[src/rtl/bt_pkg.sv]
// Package bt_pkg: shared widths, codes and the decoded-branch record for the
// branch target unit. Assumes a 64-bit instruction word and 32-bit pointers.
package bt_pkg;
    localparam int INSN_W = 64;
    localparam int PTR_W  = 32;
    localparam int RADR_W = 6;

    typedef enum logic [2:0] {
        CND_ALWAYS   = 3'd0,
        CND_RSVD     = 3'd1,
        CND_L0_SET   = 3'd2,
        CND_L0_CLR   = 3'd3,
        CND_ALL_SET  = 3'd4,
        CND_ANY_CLR  = 3'd5,
        CND_ANY_SET  = 3'd6,
        CND_ALL_CLR  = 3'd7
    } cond_e;

    typedef enum logic [1:0] {
        MSK_NONE = 2'd0,
        MSK_LANE = 2'd1,
        MSK_QUAD = 2'd2,
        MSK_RSVD = 2'd3
    } mask_e;

    typedef enum logic [1:0] {
        SRC_ABS  = 2'd0,
        SRC_REL  = 2'd1,
        SRC_LINK = 2'd2,
        SRC_RF   = 2'd3
    } src_e;

    typedef struct packed {
        logic              is_br;
        cond_e             cond;
        mask_e             mask;
        src_e              ip_src;
        src_e              un_src;
        logic              un_upd;
        logic [RADR_W-1:0] raddr;
        logic [PTR_W-1:0]  imm;
    } br_dec_t;
endpackage

[src/rtl/bt_decode.sv]
// Module bt_decode: splits a branch word into its fields and assembles the
// immediate target. Purely combinational; assumes the field layout fixed by
// the instruction format (the positions are behaviour here).
module bt_decode
    import bt_pkg::*;
(
    input  logic [INSN_W-1:0] insn_i,
    output br_dec_t           dec_o
);
    // Field extraction and immediate assembly.
    always_comb begin
        dec_o.is_br  = insn_i[57];
        dec_o.cond   = cond_e'(insn_i[34:32]);
        dec_o.mask   = mask_e'(insn_i[22:21]);
        dec_o.un_src = src_e'(insn_i[16:15]);
        dec_o.un_upd = insn_i[14];
        dec_o.ip_src = src_e'(insn_i[13:12]);
        dec_o.raddr  = insn_i[11:6];
        dec_o.imm    = {insn_i[31:24], insn_i[55:35], 3'b000};
    end
endmodule

[src/rtl/bt_cond_eval.sv]
// Module bt_cond_eval: builds the active-lane set from the multisample mode
// and reduces the A flags over it. Assumes LANES is a multiple of 4 (quads).
module bt_cond_eval
    import bt_pkg::*;
#(
    parameter int LANES = 16
) (
    input  cond_e            cond_i,
    input  mask_e            mask_i,
    input  logic [LANES-1:0] flag_a_i,
    input  logic [LANES-1:0] msf_i,
    output logic             pass_o,
    output logic             rsvd_o
);
    localparam int QUADS = LANES / 4;

    logic [LANES-1:0] quad_act;
    logic [LANES-1:0] act;
    logic             any_set;
    logic             any_clr;

    // One quad-level activity bit spread over its four lanes.
    for (genvar q = 0; q < QUADS; q++) begin : g_quad
        assign quad_act[4*q +: 4] = {4{|msf_i[4*q +: 4]}};
    end

    // Active-lane mask per multisample mode.
    always_comb begin
        unique case (mask_i)
            MSK_LANE: act = msf_i;
            MSK_QUAD: act = quad_act;
            default:  act = '1;
        endcase
    end

    assign any_set = |(flag_a_i & act);
    assign any_clr = |(~flag_a_i & act);

    // Condition code to pass/fail; empty set gives all=true, any=false.
    always_comb begin
        rsvd_o = 1'b0;
        unique case (cond_i)
            CND_ALWAYS:  pass_o = 1'b1;
            CND_L0_SET:  pass_o = flag_a_i[0];
            CND_L0_CLR:  pass_o = ~flag_a_i[0];
            CND_ALL_SET: pass_o = ~any_clr;
            CND_ANY_CLR: pass_o = any_clr;
            CND_ANY_SET: pass_o = any_set;
            CND_ALL_CLR: pass_o = ~any_set;
            default: begin
                pass_o = 1'b0;
                rsvd_o = 1'b1;
            end
        endcase
    end
endmodule

[src/rtl/bt_ptr_sel.sv]
// Module bt_ptr_sel: picks a pointer from one of four sources. The relative
// source adds the absolute value to a base with modulo-2^W wraparound.
module bt_ptr_sel
    import bt_pkg::*;
#(
    parameter int W = 32
) (
    input  src_e         src_i,
    input  logic [W-1:0] abs_i,
    input  logic [W-1:0] base_i,
    input  logic [W-1:0] link_i,
    input  logic [W-1:0] rf_i,
    output logic [W-1:0] ptr_o
);
    // Source multiplexer.
    always_comb begin
        unique case (src_i)
            SRC_ABS:  ptr_o = abs_i;
            SRC_REL:  ptr_o = base_i + abs_i;
            SRC_LINK: ptr_o = link_i;
            default:  ptr_o = rf_i;
        endcase
    end
endmodule

[src/rtl/bt_unit.sv]
// Module bt_unit: top of the branch target unit. Decodes a branch word,
// evaluates its cross-lane condition and registers the taken bit, both next
// pointers, the uniform enable and the reserved-code error. Assumes the
// caller presents instruction and operands together on one cycle.
module bt_unit
    import bt_pkg::*;
#(
    parameter int LANES = 16
) (
    input  logic                clk,
    input  logic                rst_n,
    input  logic [INSN_W-1:0]   insn_i,
    input  logic [PTR_W-1:0]    cur_ip_i,
    input  logic [PTR_W-1:0]    cur_unif_i,
    input  logic [PTR_W-1:0]    link_i,
    input  logic [PTR_W-1:0]    rf_data_i,
    input  logic [PTR_W-1:0]    unif_data_i,
    input  logic [LANES-1:0]    flag_a_i,
    input  logic [LANES-1:0]    msf_i,
    output logic [RADR_W-1:0]   rf_raddr_o,
    output logic                taken_o,
    output logic [PTR_W-1:0]    next_ip_o,
    output logic [PTR_W-1:0]    next_unif_o,
    output logic                unif_we_o,
    output logic                err_o
);
    localparam logic [PTR_W-1:0] STEP = PTR_W'(8);

    br_dec_t          dec;
    logic             pass;
    logic             rsvd;
    logic             take_d;
    logic             we_d;
    logic [PTR_W-1:0] ip_tgt;
    logic [PTR_W-1:0] un_tgt;
    logic             prim_q;

    bt_decode u_dec (
        .insn_i (insn_i),
        .dec_o  (dec)
    );

    bt_cond_eval #(.LANES(LANES)) u_cond (
        .cond_i   (dec.cond),
        .mask_i   (dec.mask),
        .flag_a_i (flag_a_i),
        .msf_i    (msf_i),
        .pass_o   (pass),
        .rsvd_o   (rsvd)
    );

    bt_ptr_sel #(.W(PTR_W)) u_ip_sel (
        .src_i  (dec.ip_src),
        .abs_i  (dec.imm),
        .base_i (cur_ip_i),
        .link_i (link_i),
        .rf_i   (rf_data_i),
        .ptr_o  (ip_tgt)
    );

    bt_ptr_sel #(.W(PTR_W)) u_un_sel (
        .src_i  (dec.un_src),
        .abs_i  (unif_data_i),
        .base_i (cur_unif_i),
        .link_i (link_i),
        .rf_i   (rf_data_i),
        .ptr_o  (un_tgt)
    );

    assign rf_raddr_o = dec.raddr;
    assign take_d     = dec.is_br & pass;
    assign we_d       = take_d & dec.un_upd;

    // Result registers, cleared by reset.
    always_ff @(posedge clk) begin
        if (!rst_n) begin
            taken_o     <= 1'b0;
            err_o       <= 1'b0;
            unif_we_o   <= 1'b0;
            next_ip_o   <= '0;
            next_unif_o <= '0;
        end else begin
            taken_o     <= take_d;
            err_o       <= dec.is_br & rsvd;
            unif_we_o   <= we_d;
            next_ip_o   <= take_d ? ip_tgt : cur_ip_i + STEP;
            next_unif_o <= we_d ? un_tgt : cur_unif_i;
        end
    end

    // Marks that the result registers hold a computed value, not reset.
    always_ff @(posedge clk) begin
        if (!rst_n) prim_q <= 1'b0;
        else        prim_q <= 1'b1;
    end

    // a reserved-code error never accompanies a taken branch.
    a_r5_err_not_taken: assert property (@(posedge clk) disable iff (!rst_n)
        err_o |-> !taken_o);

    // an error traces back to a branch word carrying code 1.
    a_r5_err_source: assert property (@(posedge clk) disable iff (!rst_n)
        (prim_q && err_o) |-> ($past(insn_i[57]) && $past(insn_i[34:32]) == 3'd1));

    // a non-branch word yields neither taken nor error.
    a_r2_nonbranch_quiet: assert property (@(posedge clk) disable iff (!rst_n)
        (prim_q && !$past(insn_i[57])) |-> (!taken_o && !err_o));

    // every not-taken result falls through by 8.
    a_r12_fallthrough: assert property (@(posedge clk) disable iff (!rst_n)
        (prim_q && !taken_o) |-> next_ip_o == $past(cur_ip_i) + STEP);

    // the uniform pointer holds while its enable is low.
    a_r11_unif_hold: assert property (@(posedge clk) disable iff (!rst_n)
        (prim_q && !unif_we_o) |-> next_unif_o == $past(cur_unif_i));

    // a uniform update needs a taken branch.
    a_r10_we_needs_taken: assert property (@(posedge clk) disable iff (!rst_n)
        unif_we_o |-> taken_o);
endmodule

[config.mk]
export PLATFORM = sky130hd
export DESIGN_NAME = bt_unit
export DESIGN_NICKNAME = d
export VERILOG_FILES = /design/src/rtl/bt_pkg.sv /design/src/rtl/bt_decode.sv /design/src/rtl/bt_cond_eval.sv /design/src/rtl/bt_ptr_sel.sv /design/src/rtl/bt_unit.sv
export SDC_FILE = /design/constraint.sdc
export NUM_CORES = 1
export LEC_CHECK = 0
export BUFFER_PORTS_ARGS = -buffer_cell sky130_fd_sc_hd__buf_4
export CELL_PAD_IN_SITES_DETAIL_PLACEMENT = 0
export CELL_PAD_IN_SITES_GLOBAL_PLACEMENT = 1
export CORE_ASPECT_RATIO = 1.2
export CORE_UTILIZATION = 32
export CTS_CLUSTER_DIAMETER = 50
export DETAILED_ROUTE_END_ITERATION = 12
export GPL_TIMING_DRIVEN = 0
export PLACE_DENSITY = 0.87
export SYNTH_ARGS = -nofsm -noshare
export SYNTH_HDL_FRONTEND = slang
export SYNTH_SLANG_ARGS = --single-unit
[constraint.sdc]
create_clock -name clk -period 2.9 [get_ports clk]
set_input_delay 0 -clock clk [delete_from_list [all_inputs] [get_ports clk]]
set_output_delay 0 -clock clk [all_outputs]
set_load 0.01 [all_outputs]
# Word-level counts from Yosys, hierarchy flattened
# Index checks and enable logic that the tools add are counted.
# word_totals
reg_bits	67
input_bits	258
elab_cells	46
# op_classes
n_addsub	3
n_eq_ne	12
mux	7
n_bitwise	9
n_reduce_logical	10
# ops
op	n
32-bit one-hot mux with 3 select lines	2
32-bit adder	2
32-bit 2-to-1 mux	2
32-bit by 4-bit adder with 32-bit output (second input constant)	1
16-bit AND	2
16-bit one-hot mux with 2 select lines	1
16-bit OR reduction	2
16-bit inverter	1
4-bit OR reduction	4
3-bit == test (second input constant)	4
1-bit one-hot mux with 7 select lines	1
7-bit OR reduction	1
2-bit by 1-bit == test with 1-bit output (second input constant)	3
2-bit == test (second input constant)	3
3-bit by 2-bit == test with 1-bit output (second input constant)	2
2-bit zero test	2
1-bit AND	3
3-bit zero test	1
1-bit inverter	3
1-bit 2-to-1 mux	1

# Depth between registers and ports, before layout
# logic_depth
depth_word	9
depth_mapped	14

# Modules after synthesis
# A second synthesis with hierarchy kept.
# unflattened
cells_unflattened	1033
hier_area_um2	8575.7
# by_module_without_submodules
module	n_inst	cells_each	area_per_inst_um2
bt_unit	1	344	2767.7
bt_ptr_sel (u_un_sel)	1	289	2522.4
bt_ptr_sel (u_ip_sel)	1	277	2441.1
bt_cond_eval	1	73	473.0
bt_decode	1	50	371.6

# Worst setup path before layout
# OpenSTA, ideal clock, no wires.
# synth_timing
path_type	input-to-reg
start	in cur_unif_i[0]
end	reg next_unif_o[22]
setup_ps	132
arrival_ps	2653
path_slack_ps	115
stages	13
n_path_buf	0
path_cell_list	ha_1 -> inv_1 -> fa_1 -> and2b_1 -> o2111ai_1 -> a2111oi_2 -> o221ai_1 -> a2111oi_0 -> nor2_1 -> xnor2_1 -> mux4_2 -> nor2_1 -> nor3_1
# synth_via
elab_chain_cells	3
# synth_lines
item	line_no	rtl
start, declared	bt_unit.sv:14	input logic [PTR_W-1:0] cur_unif_i,
32-bit adder	bt_ptr_sel.sv:19	SRC_REL: ptr_o = base_i + abs_i;
32-bit one-hot mux with 3 select lines	bt_ptr_sel.sv:17	unique case (src_i)
32-bit 2-to-1 mux	bt_unit.sv:87	next_unif_o <= we_d ? un_tgt : cur_unif_i;
end signal, assigned	bt_unit.sv:87	
end, declared	bt_unit.sv:23	output logic [PTR_W-1:0] next_unif_o,
# No other way between the ends.
# A chain may end at the register's enable or synchronous reset.

# Worst setup path after layout
# layout_timing
start	in msf_i[12]
end	reg next_unif_o[2]
# layout_via
elab_chain_cells	9
word_cells_on_any_way	12
cone_classes	mux (3); bitwise (6); reduce/logical (3)
# layout_lines
item	line_no	rtl
start, declared	bt_unit.sv:19	input logic [LANES-1:0] msf_i,
4-bit OR reduction	bt_cond_eval.sv:24	assign quad_act[4*q +: 4] = {4{|msf_i[4*q +: 4]}};
16-bit one-hot mux with 2 select lines *	bt_cond_eval.sv:29	unique case (mask_i)
16-bit AND, on equally long branches	bt_cond_eval.sv:36, bt_cond_eval.sv:37	
16-bit OR reduction, on equally long branches	bt_cond_eval.sv:36, bt_cond_eval.sv:37	
1-bit inverter, on equally long branches	bt_cond_eval.sv:49, bt_cond_eval.sv:46	
1-bit one-hot mux with 7 select lines *	bt_cond_eval.sv:42	unique case (cond_i)
1-bit AND *	bt_unit.sv:71	assign take_d = dec.is_br & pass;
1-bit AND *	bt_unit.sv:72	assign we_d = take_d & dec.un_upd;
32-bit 2-to-1 mux *	bt_unit.sv:87	
# Every way passes the cells marked *; elsewhere a longest branch is shown, timed or not.

==> reports/results.tsv <==
metric	value	unit
yosysUniqueCellTypes	71	
num_antenna_cells	0	
path_max_fanout	10	
grt_max_degree	13	
power_density	378	nW/um^2
place.detailed.hpwl	30800	um
cpMaxStageDelayCell	o41ai_1	
synth.net_count	1276	
synth_top_cell_area_share	17.1	%
hold_viol_final	0	
fin_crit	2.82	ns
synth_area	7850	um^2
antenna_found_initial	0	
grt_setup_unrepaired	yes	
ir_worst_vdd	205	uV
p_total	4.35	mW
tightest_slew	0.990	ns
place_congestion	0.990	
synth_most_common_cell	nand2_1	
vias	9413	
synthFlopType	dfxtp_1	
start_util	32.7	%
wl	37600	um
drtIter0Drc	529	
via_per_inst	5.74	
cts.sinks	67	
yosys_warnings	0	
num_io_pins	331	
hold_start	cur_ip_i[17]	
grt-ovfl-total	0	
hold_path_class	in -> reg	
tritoncts	done	
grt_usage	29.5	%
critPathArrivalTime	3.07	ns
fp.dieArea	25200	um^2
hold_path_end	next_ip_o[17]	
required	3.15	ns
p_leak	5.08	nW
grt_pass1_wl	55700	um
nNetsFinal	1638	
netlist_top_cells_area	dfxtp_1 17%, mux4_2 13%, ha_1 9.9%, a21oi_1 5.2%, nand2_1 4.8%	
async_reset_ff_share	0	%
die_y	174	um
finalSetupTns	0	ns
drt_pre_antenna_iters	5	
outcome	finished clean	
clk_pin_slew_worst_paths	0.06	ns
cts.htree.levels	3	
slew_headroom	34.0	%
cap_violations	0	
setup.worst_path.end_class	register	
cts_root_buffer	clkbuf_16	
ant_nets	0	
startpoint	msf_i[12]	
fp-row-count	62	
drc_errors	0	
clock_path_buffers	2	
avgSynthCellArea	8.23	um^2
cts-buffers-inserted	9	
core_region_area	24000	um^2
crit_type	in -> reg	
max_clock_freq	0.354	GHz
drive_gt1_share	31.6	%
drv_slew	0	
die_w	145	um
holdPathStages	3	
portBuffers	303	
ys_seq_area_share	17.1	%
yosys_register_bits	67	
synth-edff-count	0	
worst_setup_path_start_kind	input pin	
synth_cells	954	
fin_crit_sh	97.4	%
setup_viol	0	
critPathMaxStageDelay	0.74	ns
yosys-top-cells-count	101 x nand2_1, 81 x a21oi_1, 67 x dfxtp_1	
grt_pass1_vias	9508	
yosys.area.top_type	dfxtp_1	
avgRoutedWirePerCell	22.9	um
crit_chain	buf_4 > o41ai_1 > o22ai_1 > a2111o_1 > nand3_1 > a21oi_1 > o21ai_2 > or2_1 > buf_2 > buf_2 > nand2_1 > a21oi_1	
syn_to_final_growth	46.4	%
-- where the power goes --
group | switching (mW) | internal, mW | total (mW) | leakage, nW
combinational | 0.991 | 0.906 | 1.90 | 4.35
clock | 0.477 | 0.953 | 1.43 | 0.179
sequential | 0.0235 | 0.996 | 1.02 | 0.558
total | 1.49 | 2.86 | 4.35 | 5.08
-- metal layers --
layer  vias to the layer above  GRT usage [%]  wire length (um)
met1                      4441           32.2             14000
met5                         -              0                 0
met3                       108           6.47              3010
met2                       536           51.5             18100
li1                       4328              -                 -
met4                         0           19.0              2470
-- cell families (layout without fill, tap and decap cells) --
logic type,count (synthesis),after routing,share of synthesized area (%)
adders and majority gates,64,64,10.4
muxes,67,67,15.9
DFF,67,67,17.1
AOI/OAI and AO/OA,291,291,25.4
xor gates and xnor gates,77,77,8.59
and+or+nand+nor,300,300,18.0
buffers and inverters,88,455,4.65
-- worst max-delay path, delay by kind of cell --
| family | cells | cell delay, ns |
|---|---|---|
| AOI/OAI and AO/OA | 6 | 2.07 |
| buffers and inverters | 3 | 0.63 |
| and+or+nand+nor | 3 | 0.36 |
-- placed cells by master (no fill, tap or decap), types with 6 or more instances in the layout --
master	synthesis	routed
mux2_2	9	9
o21a_1	7	7
a31oi_1	9	8
nand4_1	14	14
mux2i_1	13	13
clkbuf_1	32	31
nor2b_1	24	24
clkbuf_16	0	9
inv_1	34	34
a21oi_1	81	81
buf_4	6	311
nor2_1	66	65
o211ai_1	8	8
a211oi_1	29	28
a221oi_1	8	8
o21ai_0	37	34
and3_1	14	14
nor3_1	18	18
buf_2	10	11
nand2b_1	9	9
dfxtp_1	67	67
nand2_1	101	101
xor2_1	43	43
nand3_1	31	31
a22o_1	6	6
a21o_1	30	30
ha_1	62	61
mux4_2	45	45
xnor2_1	34	34
dlygate4sd3_1	0	47
-- stage by stage --
step                      std cells  hold slack [ns]  area (um^2)  setup slack (ns)  utilization (%)
after CTS                      1642         0.000713        11400          0.000449             47.7
after global routing           1641           0.0282        11500          -0.00271             47.9
final                          1641          0.00110        11500            0.0762             47.9
after global placement         1577            0.177        10500            -0.766             43.9
after detailed placement       1577            0.177        10500            -0.768             43.9
after floorplan                 954           0.0724         7850             0.115                -
-- sequential cells by signal (all words and copies together) (netlist names) --
| register | cells |
|---|---|
| taken_o | 1 |
| next_ip_o | 32 |
| next_unif_o | 32 |
| err_o | 1 |
| unif_we_o | 1 |
-- timing repair --
| action | in CTS | in global routing |
|---|---|---|
| buffers inserted | 2 | 0 |
| pin swaps | 3 | 6 |
| hold endpoints to repair | 46 | 0 |
| gates resized for setup | 12 | 14 |
| endpoints found under the setup margin | 8 | 24 |
| hold buffers | 47 | 0 |
-- area by class of cell --
cell class | count | area (um^2)
Buffer | 52 | 233
Clock buffer | 10 | 239
Clock inverter | 6 | 136
Fill cell | 2422 | 12500
Inverter | 35 | 131
Multi-Input combinational cell | 799 | 6250
Sequential cell | 67 | 1340
Tap cell | 320 | 400
Timing Repair Buffer | 352 | 2760
-- worst max path at each step --
stage / depth (start not counted) / slack [ns] / to
floorplan: 13 / 0.11 / next_unif_o[22]
global placement: 14 / -0.77 / next_unif_o[24]
detailed placement: 14 / -0.77 / next_unif_o[24]
CTS: 11 / 0.0004 / next_ip_o[17]
global route: 14 / -0.003 / next_ip_o[27]
finish: 12 / 0.08 / next_unif_o[2]
Power figures use the tool's default switching activity.
